File: src/rtl/fc_pkg.sv
package fc_pkg;

  typedef enum logic [3:0] {
    S_IDLE, S_CTRL, S_REG, S_DATA, S_CHK,
    S_WR_FETCH, S_WR_DO,
    S_RD_REQ, S_RD_WAIT, S_RD_CAP, S_RD_SEND,
    S_ST_LOAD, S_ST_SEND
  } fc_state_e;

  // CRC-8, polynomial 0x07, one byte folded in MSB first
  function automatic logic [7:0] crc8_fold(input logic [7:0] acc, input logic [7:0] din);
    logic [7:0] r;
    r = acc ^ din;
    for (int i = 0; i < 8; i++) begin
      r = r[7] ? ({r[6:0], 1'b0} ^ 8'h07) : {r[6:0], 1'b0};
    end
    return r;
  endfunction

endpackage

File: src/rtl/fc_crc8.sv
module fc_crc8 #(
  parameter logic [7:0] SEED = 8'hFF
) (
  input  logic       clk,
  input  logic       rst,
  input  logic       clr,
  input  logic       en,
  input  logic [7:0] din,
  output logic [7:0] crc
);
  import fc_pkg::*;

  always_ff @(posedge clk) begin
    if (rst || clr) crc <= SEED;
    else if (en)    crc <= crc8_fold(crc, din);
  end
endmodule

File: src/rtl/fc_byte_buf.sv
module fc_byte_buf #(
  parameter int DEPTH = 8,
  localparam int AW = $clog2(DEPTH)
) (
  input  logic          clk,
  input  logic          wr_en,
  input  logic [AW-1:0] wr_addr,
  input  logic [7:0]    wr_data,
  input  logic [AW-1:0] rd_addr,
  output logic [7:0]    rd_data
);
  logic [7:0] mem [DEPTH];

  always_ff @(posedge clk) begin
    if (wr_en) mem[wr_addr] <= wr_data;
    rd_data <= mem[rd_addr];
  end
endmodule

File: src/rtl/regframe_ctrl.sv
module regframe_ctrl #(
  parameter int         DEV_AW    = 4,
  parameter int         REG_AW    = 8,
  parameter int         MAX_BLOG  = 3,
  parameter logic [7:0] SYNC_VAL  = 8'h55
) (
  input  logic              clk,
  input  logic              rst,
  input  logic              rx_valid,
  input  logic [7:0]        rx_byte,
  input  logic              bus_timeout,
  input  logic [DEV_AW-1:0] dev_id,
  input  logic [7:0]        flag_in,
  output logic              reg_we,
  output logic              reg_re,
  output logic [REG_AW-1:0] reg_addr,
  output logic [7:0]        reg_wdata,
  input  logic [7:0]        reg_rdata,
  output logic              tx_valid,
  output logic [7:0]        tx_byte,
  input  logic              tx_ready,
  output logic              wdog_clr
);
  import fc_pkg::*;

  localparam int DEPTH = 1 << MAX_BLOG;
  localparam int IDX_W = MAX_BLOG;
  localparam int CNT_W = MAX_BLOG + 1;

  fc_state_e         state;
  logic              is_rd, is_bc, id_hit;
  logic [CNT_W-1:0]  len, idx;
  logic [REG_AW-1:0] base;
  logic [7:0]        crc_val, buf_q;
  logic              rx_ok, last;

  assign rx_ok = rx_valid && !bus_timeout;
  assign last  = (idx == len - CNT_W'(1));

  fc_crc8 u_crc (
    .clk (clk),
    .rst (rst),
    .clr (state == S_IDLE),
    .en  (rx_ok && (state == S_CTRL || state == S_REG || state == S_DATA)),
    .din (rx_byte),
    .crc (crc_val)
  );

  fc_byte_buf #(.DEPTH(DEPTH)) u_buf (
    .clk     (clk),
    .wr_en   (rx_ok && state == S_DATA),
    .wr_addr (idx[IDX_W-1:0]),
    .wr_data (rx_byte),
    .rd_addr (idx[IDX_W-1:0]),
    .rd_data (buf_q)
  );

  always_ff @(posedge clk) begin
    if (rst) begin
      state     <= S_IDLE;
      is_rd     <= 1'b0;
      is_bc     <= 1'b0;
      id_hit    <= 1'b0;
      len       <= '0;
      idx       <= '0;
      base      <= '0;
      reg_we    <= 1'b0;
      reg_re    <= 1'b0;
      reg_addr  <= '0;
      reg_wdata <= '0;
      tx_valid  <= 1'b0;
      tx_byte   <= '0;
      wdog_clr  <= 1'b0;
    end else begin
      reg_we   <= 1'b0;
      reg_re   <= 1'b0;
      wdog_clr <= 1'b0;
      if (bus_timeout) begin
        state    <= S_IDLE;
        tx_valid <= 1'b0;
        idx      <= '0;
      end else begin
        case (state)
          S_IDLE: if (rx_valid && rx_byte == SYNC_VAL) state <= S_CTRL;
          S_CTRL: if (rx_valid) begin
            is_rd  <= rx_byte[7];
            is_bc  <= rx_byte[6];
            len    <= CNT_W'(1) << rx_byte[5:4];
            id_hit <= (rx_byte[DEV_AW-1:0] == dev_id);
            state  <= S_REG;
          end
          S_REG: if (rx_valid) begin
            base  <= rx_byte[REG_AW-1:0];
            idx   <= '0;
            state <= is_rd ? S_CHK : S_DATA;
          end
          S_DATA: if (rx_valid) begin
            idx <= idx + CNT_W'(1);
            if (last) state <= S_CHK;
          end
          S_CHK: if (rx_valid) begin
            idx   <= '0;
            state <= S_IDLE;
            if (rx_byte == crc_val && (is_bc || id_hit)) begin
              wdog_clr <= 1'b1;
              if (!is_rd)      state <= S_WR_FETCH;
              else if (!is_bc) state <= S_RD_REQ;
            end
          end
          S_WR_FETCH: state <= S_WR_DO;
          S_WR_DO: begin
            reg_we    <= 1'b1;
            reg_addr  <= base + REG_AW'(idx);
            reg_wdata <= buf_q;
            idx       <= idx + CNT_W'(1);
            if (last) state <= is_bc ? S_IDLE : S_ST_LOAD;
            else      state <= S_WR_FETCH;
          end
          S_RD_REQ: begin
            reg_re   <= 1'b1;
            reg_addr <= base + REG_AW'(idx);
            state    <= S_RD_WAIT;
          end
          S_RD_WAIT: state <= S_RD_CAP;
          S_RD_CAP: begin
            tx_byte  <= reg_rdata;
            tx_valid <= 1'b1;
            state    <= S_RD_SEND;
          end
          S_RD_SEND: if (tx_ready) begin
            tx_valid <= 1'b0;
            idx      <= idx + CNT_W'(1);
            state    <= last ? S_ST_LOAD : S_RD_REQ;
          end
          S_ST_LOAD: begin
            tx_byte  <= flag_in;
            tx_valid <= 1'b1;
            state    <= S_ST_SEND;
          end
          S_ST_SEND: if (tx_ready) begin
            tx_valid <= 1'b0;
            state    <= S_IDLE;
          end
          default: state <= S_IDLE;
        endcase
      end
    end
  end
endmodule

File: config.mk
export PLATFORM = sky130hd
export DESIGN_NAME = regframe_ctrl
export DESIGN_NICKNAME = d
export VERILOG_FILES = /design/src/rtl/fc_pkg.sv /design/src/rtl/fc_crc8.sv /design/src/rtl/fc_byte_buf.sv /design/src/rtl/regframe_ctrl.sv
export SDC_FILE = /design/constraint.sdc
export NUM_CORES = 1
export LEC_CHECK = 0
export BUFFER_PORTS_ARGS = -buffer_cell sky130_fd_sc_hd__buf_2
export CAP_MARGIN = 15
export CORE_MARGIN = 4
export CORE_UTILIZATION = 59
export DETAILED_ROUTE_END_ITERATION = 12
export GPL_ROUTABILITY_DRIVEN = 0
export PLACE_DENSITY = 0.83
export SLEW_MARGIN = 40
export SYNTH_ARGS = -nofsm -noshare
export SYNTH_HDL_FRONTEND = slang
export SYNTH_SLANG_ARGS = --single-unit
File: constraint.sdc
create_clock -name clk -period 7.15 [get_ports clk]
set_clock_uncertainty 0.1 [all_clocks]
set_input_delay 0 -clock clk [delete_from_list [all_inputs] [get_ports clk]]
set_output_delay 0 -clock clk [all_outputs]
set_load 0.02 [all_outputs]
### Word-level counts from Yosys, hierarchy flattened

Memory sizes are Yosys's and may differ from the RTL's. A register that Yosys moved wholly into a read port is not among the register bits.
Index checks and enable logic that the tools add are counted.

* $add $sub $neg: 3
* multiply operators: 0
* div/mod/pow operators: 0
* order comparisons: 0
* eq/ne operators: 26
* shifts and indexed selects: 1
* muxes and demuxes: 36
* bitwise gates (word level): 12
* reductions and logical operators: 28

Operator list (number)
* $mux W4: 14
* $pmux W4 S13: 1
* $mux W3: 12
* $not A3 Y3: 8
* $eq A4 B4 Y1 const B: 5
* $eq A4 B3 Y1 const B: 4
* $ne A2 B2 Y1 const B: 8
* $pmux W4 S4: 1
* $pmux W8 S2: 1
* $reduce_or A2 Y1: 5
* $add A8 B4 Y8: 1
* $eq A4 B2 Y1 const B: 2
* $eq A4 B4 Y1: 2
* $eq A8 B7 Y1 const B: 1
* $eq A8 B8 Y1: 1
* $reduce_and A2 Y1: 4
* $reduce_and A8 Y1: 1
* $xor A8 B8 Y8: 1
* $mux W1: 6
* $reduce_and A3 Y1: 2
* $logic_and A1 B1 Y1: 5
* $add A4 B1 Y4 const B: 1
* $eq A4 B1 Y1 const B: 1
* $logic_not A4 Y1: 1
* 11 further kinds: 18

* register bits after elaboration: 59
* latch bits: 0
* memory bits (writable): 64
* memory bits (read-only): 0
* input port bits: 33
* logic and storage cells: 122
* memories: 1

Memories
* u_buf.mem: depth 8, width 8, read ports 1, clocked after Yosys merged registers in 1, write ports 1, line fc_byte_buf.sv:12 `logic [7:0] mem [DEPTH];`

### Depth between registers and ports, before layout

* depth in word-level cells: 17
* mapped depth: 9
* depth with buffers taken out: 8

### By module

From an unflattened synthesis, not the netlist that was laid out.

* cells, all modules: 465
* area, all modules: 5938.2 um^2

By module, submodules not included
* fc_byte_buf: instances 1, cells an instance 114, area each 2691.3 um^2, sequential area each 2082.0 um^2
* regframe_ctrl: instances 1, cells an instance 297, area each 2672.6 um^2, sequential area each 1021.0 um^2
* fc_crc8: instances 1, cells an instance 54, area each 574.3 um^2, sequential area each 160.2 um^2

### Worst setup path after synthesis

Ideal clock, no wire load.

* path type: reg-to-reg
* start: register idx[1]
* end: register reg_addr[6]
* library setup time: 0.086 ns
* data arrival time: 2.134 ns
* path slack: 4.830 ns
* stages on the path, launching flop included: 10
* buffers on the path: 2
* clock period less this slack: 2.320 ns
* cells stage by stage: dfxtp_1 -> buf_2 -> buf_2 -> inv_1 -> fa_1 -> nor2b_1 -> o21a_1 -> o211ai_1 -> xor2_1 -> a211oi_1

* word-level cells in the longest chain between the ends: 1

Ends and longest elaborated chain
* start: declaration: line regframe_ctrl.sv:32 `logic [CNT_W-1:0] len, idx;`
* start signal: assignment: line regframe_ctrl.sv:98 `idx <= idx + CNT_W'(1);`
* start signal: assignment: line regframe_ctrl.sv:115 `idx <= idx + CNT_W'(1);`
* start signal: assignment: line regframe_ctrl.sv:132 `idx <= idx + CNT_W'(1);`
* $add A8 B4 Y8: line regframe_ctrl.sv:113, regframe_ctrl.sv:121
* end signal: assignment: line regframe_ctrl.sv:113 `reg_addr <= base + REG_AW'(idx);`
* end signal: assignment: line regframe_ctrl.sv:121 `reg_addr <= base + REG_AW'(idx);`
* end: declaration: line regframe_ctrl.sv:16 `output logic [REG_AW-1:0] reg_addr,`

No other way between the ends.
A chain may end at the register's enable or synchronous reset.

### Final worst setup path

* start: register state[2]
* end: register id_hit

* word-level cells in the longest chain between the ends: 2

Ends and longest elaborated chain
* start: declaration: line regframe_ctrl.sv:30 `fc_state_e state;`
* start signal: assignment: line regframe_ctrl.sv:95 `state <= is_rd ? S_CHK : S_DATA;`
* start signal: assignment: line regframe_ctrl.sv:116 `if (last) state <= is_bc ? S_IDLE : S_ST_LOAD;`
* start signal: assignment: line regframe_ctrl.sv:133 `state <= last ? S_ST_LOAD : S_RD_REQ;`
* $eq A4 B1 Y1: line regframe_ctrl.sv:83 `case (state)`
* $reduce_and A3 Y1 (no source line)
* end signal: assignment: line regframe_ctrl.sv:89 `id_hit <= (rx_byte[DEV_AW-1:0] == dev_id);`
* end: declaration: line regframe_ctrl.sv:31 `logic is_rd, is_bc, id_hit;`

No other way between the ends.

==> impl_metrics.env <==
export IMPL_grt_pass1_vias=4498
export IMPL_min_delay_start="rx_byte[2]"
export IMPL_rows=36
export IMPL_io_pins=61
export IMPL_drt_wl_total_um=14500
export IMPL_core_um2=9730
export IMPL_cts_tree="done"
export IMPL_postLayoutCellArea_um2=7210
export IMPL_die_w_um=108
export IMPL_dr_total_vias=4548
export IMPL_tightestPinTransition_ps=826
export IMPL_cp_arrival_ps=4090
export IMPL_cts_buffers=17
export IMPL_grt_pass1_wl_um=23200
export IMPL_synth_nets=556
export IMPL_slew_violations=0
export IMPL_ys_types=62
export IMPL_clock_path_buffers=2
export IMPL_hold_path_class="primary input to flop"
export IMPL_peakVddDrop_uv=183
export IMPL_ys_ff_latch=131
export IMPL_powerDensity_nw_per_um2=228
export IMPL_final_cells=753
export IMPL_synth_cells=513
export IMPL_cts_sinks=131
export IMPL_synth_enable_flop_cells=64
export IMPL_clock_latency_ps=530
export IMPL_path_clk_slew_ps=60
export IMPL_insertedDiodeCount=0
export IMPL_worstSetupStartpointType="flop"
export IMPL_post_drt_wl_per_cell_um=19.3
export IMPL_synth_flop_cell="dfxtp_1"
export IMPL_setup_worst_path_start="state[2]"
export IMPL_nFillCells=600
export IMPL_start_util=0.603
export IMPL_nNetsFinal=650
export IMPL_grtUsageTotal=0.265
export IMPL_dr_pass1_iters=5
export IMPL_grt_start_max_net_pins=44
export IMPL_place_ws_ps=4390
export IMPL_max_freq_ghz=0.269
export IMPL_postRouteAntennaNets=0
export IMPL_ys_warnings_count=0
export IMPL_min_period_ps=3720
export IMPL_r2r_start="state[2]"
export IMPL_hpwl_um=8230
export IMPL_setup_viol=0
export IMPL_setup_ws_ps=3430
export IMPL_outcome="finished, final reports clean"
export IMPL_die_area_um2=11600
export IMPL_p_total_uw=1640
export IMPL_max_cap_violations=0
export IMPL_drive_above_1_share=0.203
export IMPL_syn_area_um2=5870
export IMPL_ys_seq_area_frac=0.556
export IMPL_post_synth_cell_area_avg_um2=11.4
export IMPL_place_area_um2=6230
export IMPL_viasPerCell=6.04
export IMPL_drc=0
export IMPL_async_reset_ff_frac=0
export IMPL_critPathRequiredTime_ps=7520
export IMPL_antenna_found_initial=0
export IMPL_crit_path_max_fanout=19
export IMPL_post_cts_setup_buffers=0
export IMPL_setup_tns_final_ps=0
export IMPL_crit_type="flop to flop"
export IMPL_drt_iter0_markers=566
export IMPL_cp_end_kind="flop"
export IMPL_overflow=0
export IMPL_die_y_um=108
export IMPL_area_growth_pct=22.8
export IMPL_dp_cells=678
export IMPL_root_buffer="clkbuf_8"
export IMPL_htree_levels=4
export IMPL_post_route_period_util=0.520
export IMPL_p_leak_uw=0.00256
export IMPL_hold_violations=0
export IMPL_slew_headroom=0.447
export IMPL_io_buffers=60
export IMPL_rsz0062_at_grt="no"
-- routing by layer --
| layer | up-vias | routed length, um | track usage | part of all wire |
|---|---|---|---|---|
| li1 | 2078 | - | - | - |
| met1 | 2172 | 5840 | 0.340 | 0.40 |
| met2 | 252 | 7070 | 0.421 | 0.49 |
| met3 | 46 | 1100 | 0.0570 | 0.076 |
| met4 | 0 | 522 | 0.139 | 0.036 |
| met5 | - | 0 | 0 | 0 |
-- synthesized netlist by cell type, types with 13 or more instances --
cell / count / area (um^2)
nand2_1: 42 / 158
nor2_1: 40 / 150
a21oi_1: 35 / 175
inv_1: 14 / 52.6
xnor2_1: 22 / 193
nor3_1: 13 / 65.1
buf_2: 14 / 70.1
edfxtp_1: 64 / 1920
nand3_1: 18 / 90.1
mux2i_1: 17 / 170
dfxtp_1: 67 / 1340
o21ai_0: 17 / 85.1
-- worst paths after layout --
kind,end,slack (ps),depth (start not counted)
setup / recovery,id_hit,3430,7
hold / removal,u_buf.mem[0][2],320,2
setup reg to reg,id_hit,3430,7
hold reg to reg,reg_addr[2],360,2
-- cells in the final DEF, fill, tap and decap left out, types with 3 or more instances in the layout --
| cell | n |
|---|---|
| nor4_1 | 4 |
| nor3b_1 | 5 |
| nand3b_1 | 3 |
| a31oi_1 | 5 |
| nand4_1 | 3 |
| clkbuf_16 | 16 |
| xor2_1 | 10 |
| and3_1 | 4 |
| nor2_1 | 39 |
| edfxtp_1 | 64 |
| o211ai_1 | 6 |
| or3_1 | 7 |
| mux2i_1 | 17 |
| mux2_2 | 5 |
| clkinv_4 | 3 |
| nor2b_1 | 7 |
| buf_2 | 60 |
| nor3_1 | 11 |
| inv_1 | 14 |
| clkinvlp_4 | 6 |
| dfxtp_1 | 66 |
| xnor2_1 | 22 |
| ha_1 | 9 |
| nand3_1 | 18 |
| nand2_1 | 42 |
| buf_4 | 4 |
| o221ai_1 | 11 |
| a32o_1 | 3 |
| a211oi_1 | 4 |
| o21ai_0 | 16 |
| mux4_2 | 10 |
| dlygate4sd3_1 | 43 |
| a21oi_1 | 35 |
-- cell type report --
| type | instances | area [um^2] | share of cell area |
|---|---|---|---|
| clock buffers | 17 | 414 | 0.0574 |
| clock inverters | 15 | 135 | 0.0187 |
| inverters | 14 | 52.6 | 0.00729 |
| multi-input cells | 336 | 2420 | 0.335 |
| flip-flops and latches | 131 | 3260 | 0.453 |
| well taps | 133 | 166 | 0.0231 |
| repair buffers | 107 | 761 | 0.106 |
-- stage by stage --
step	hold slack, ps	utilization
2_1_floorplan	-1.13	-
3_3_place_gp	212	0.639
3_5_place_dp	216	0.640
4_1_cts	311	0.741
5_1_grt	322	0.741
6_report	324	0.741
-- worst max-delay path, stage by stage, from the launching register on --
cell	delay (ps)
dfxtp_1	540
nor4b_4	820
nand3_1	530
nor3_1	320
nand3_1	100
dlygate4sd3_1	560
a21oi_1	130
dlygate4sd3_1	560
-- kinds of logic after synthesis --
logic type / synth area share
and+or+nand+nor: 0.141
adders and majority gates: 0.0226
buffers and inverters: 0.0347
DFF: 0.556
AOI/OAI and AO/OA: 0.112
xor gates and xnor gates: 0.0573
muxes: 0.0769
-- registers in the layout (all words and copies together), names as in the netlist --
name,flops
idx,4
is_bc,1
is_rd,1
wdog_clr,1
u_buf.mem,64
reg_we,1
reg_re,1
id_hit,1
reg_addr,8
reg_wdata,8
state,4
tx_valid,1
base,8
tx_byte,8
u_buf.rd_data,8
u_crc.crc,8
len,4
-- report_power, final --
part / internal, uW / switching [uW]
Combinational: 26.6 / 33.3
Clock: 462 / 336
Sequential: 786 / 0.00909
-- what timing repair did --
action	in CTS	in global routing
hold buffers	43	0
gates resized for setup	0	0
setup endpoints to repair	0	0
hold endpoints to repair	114	0
No activity file was read; power rests on OpenSTA's default activity.
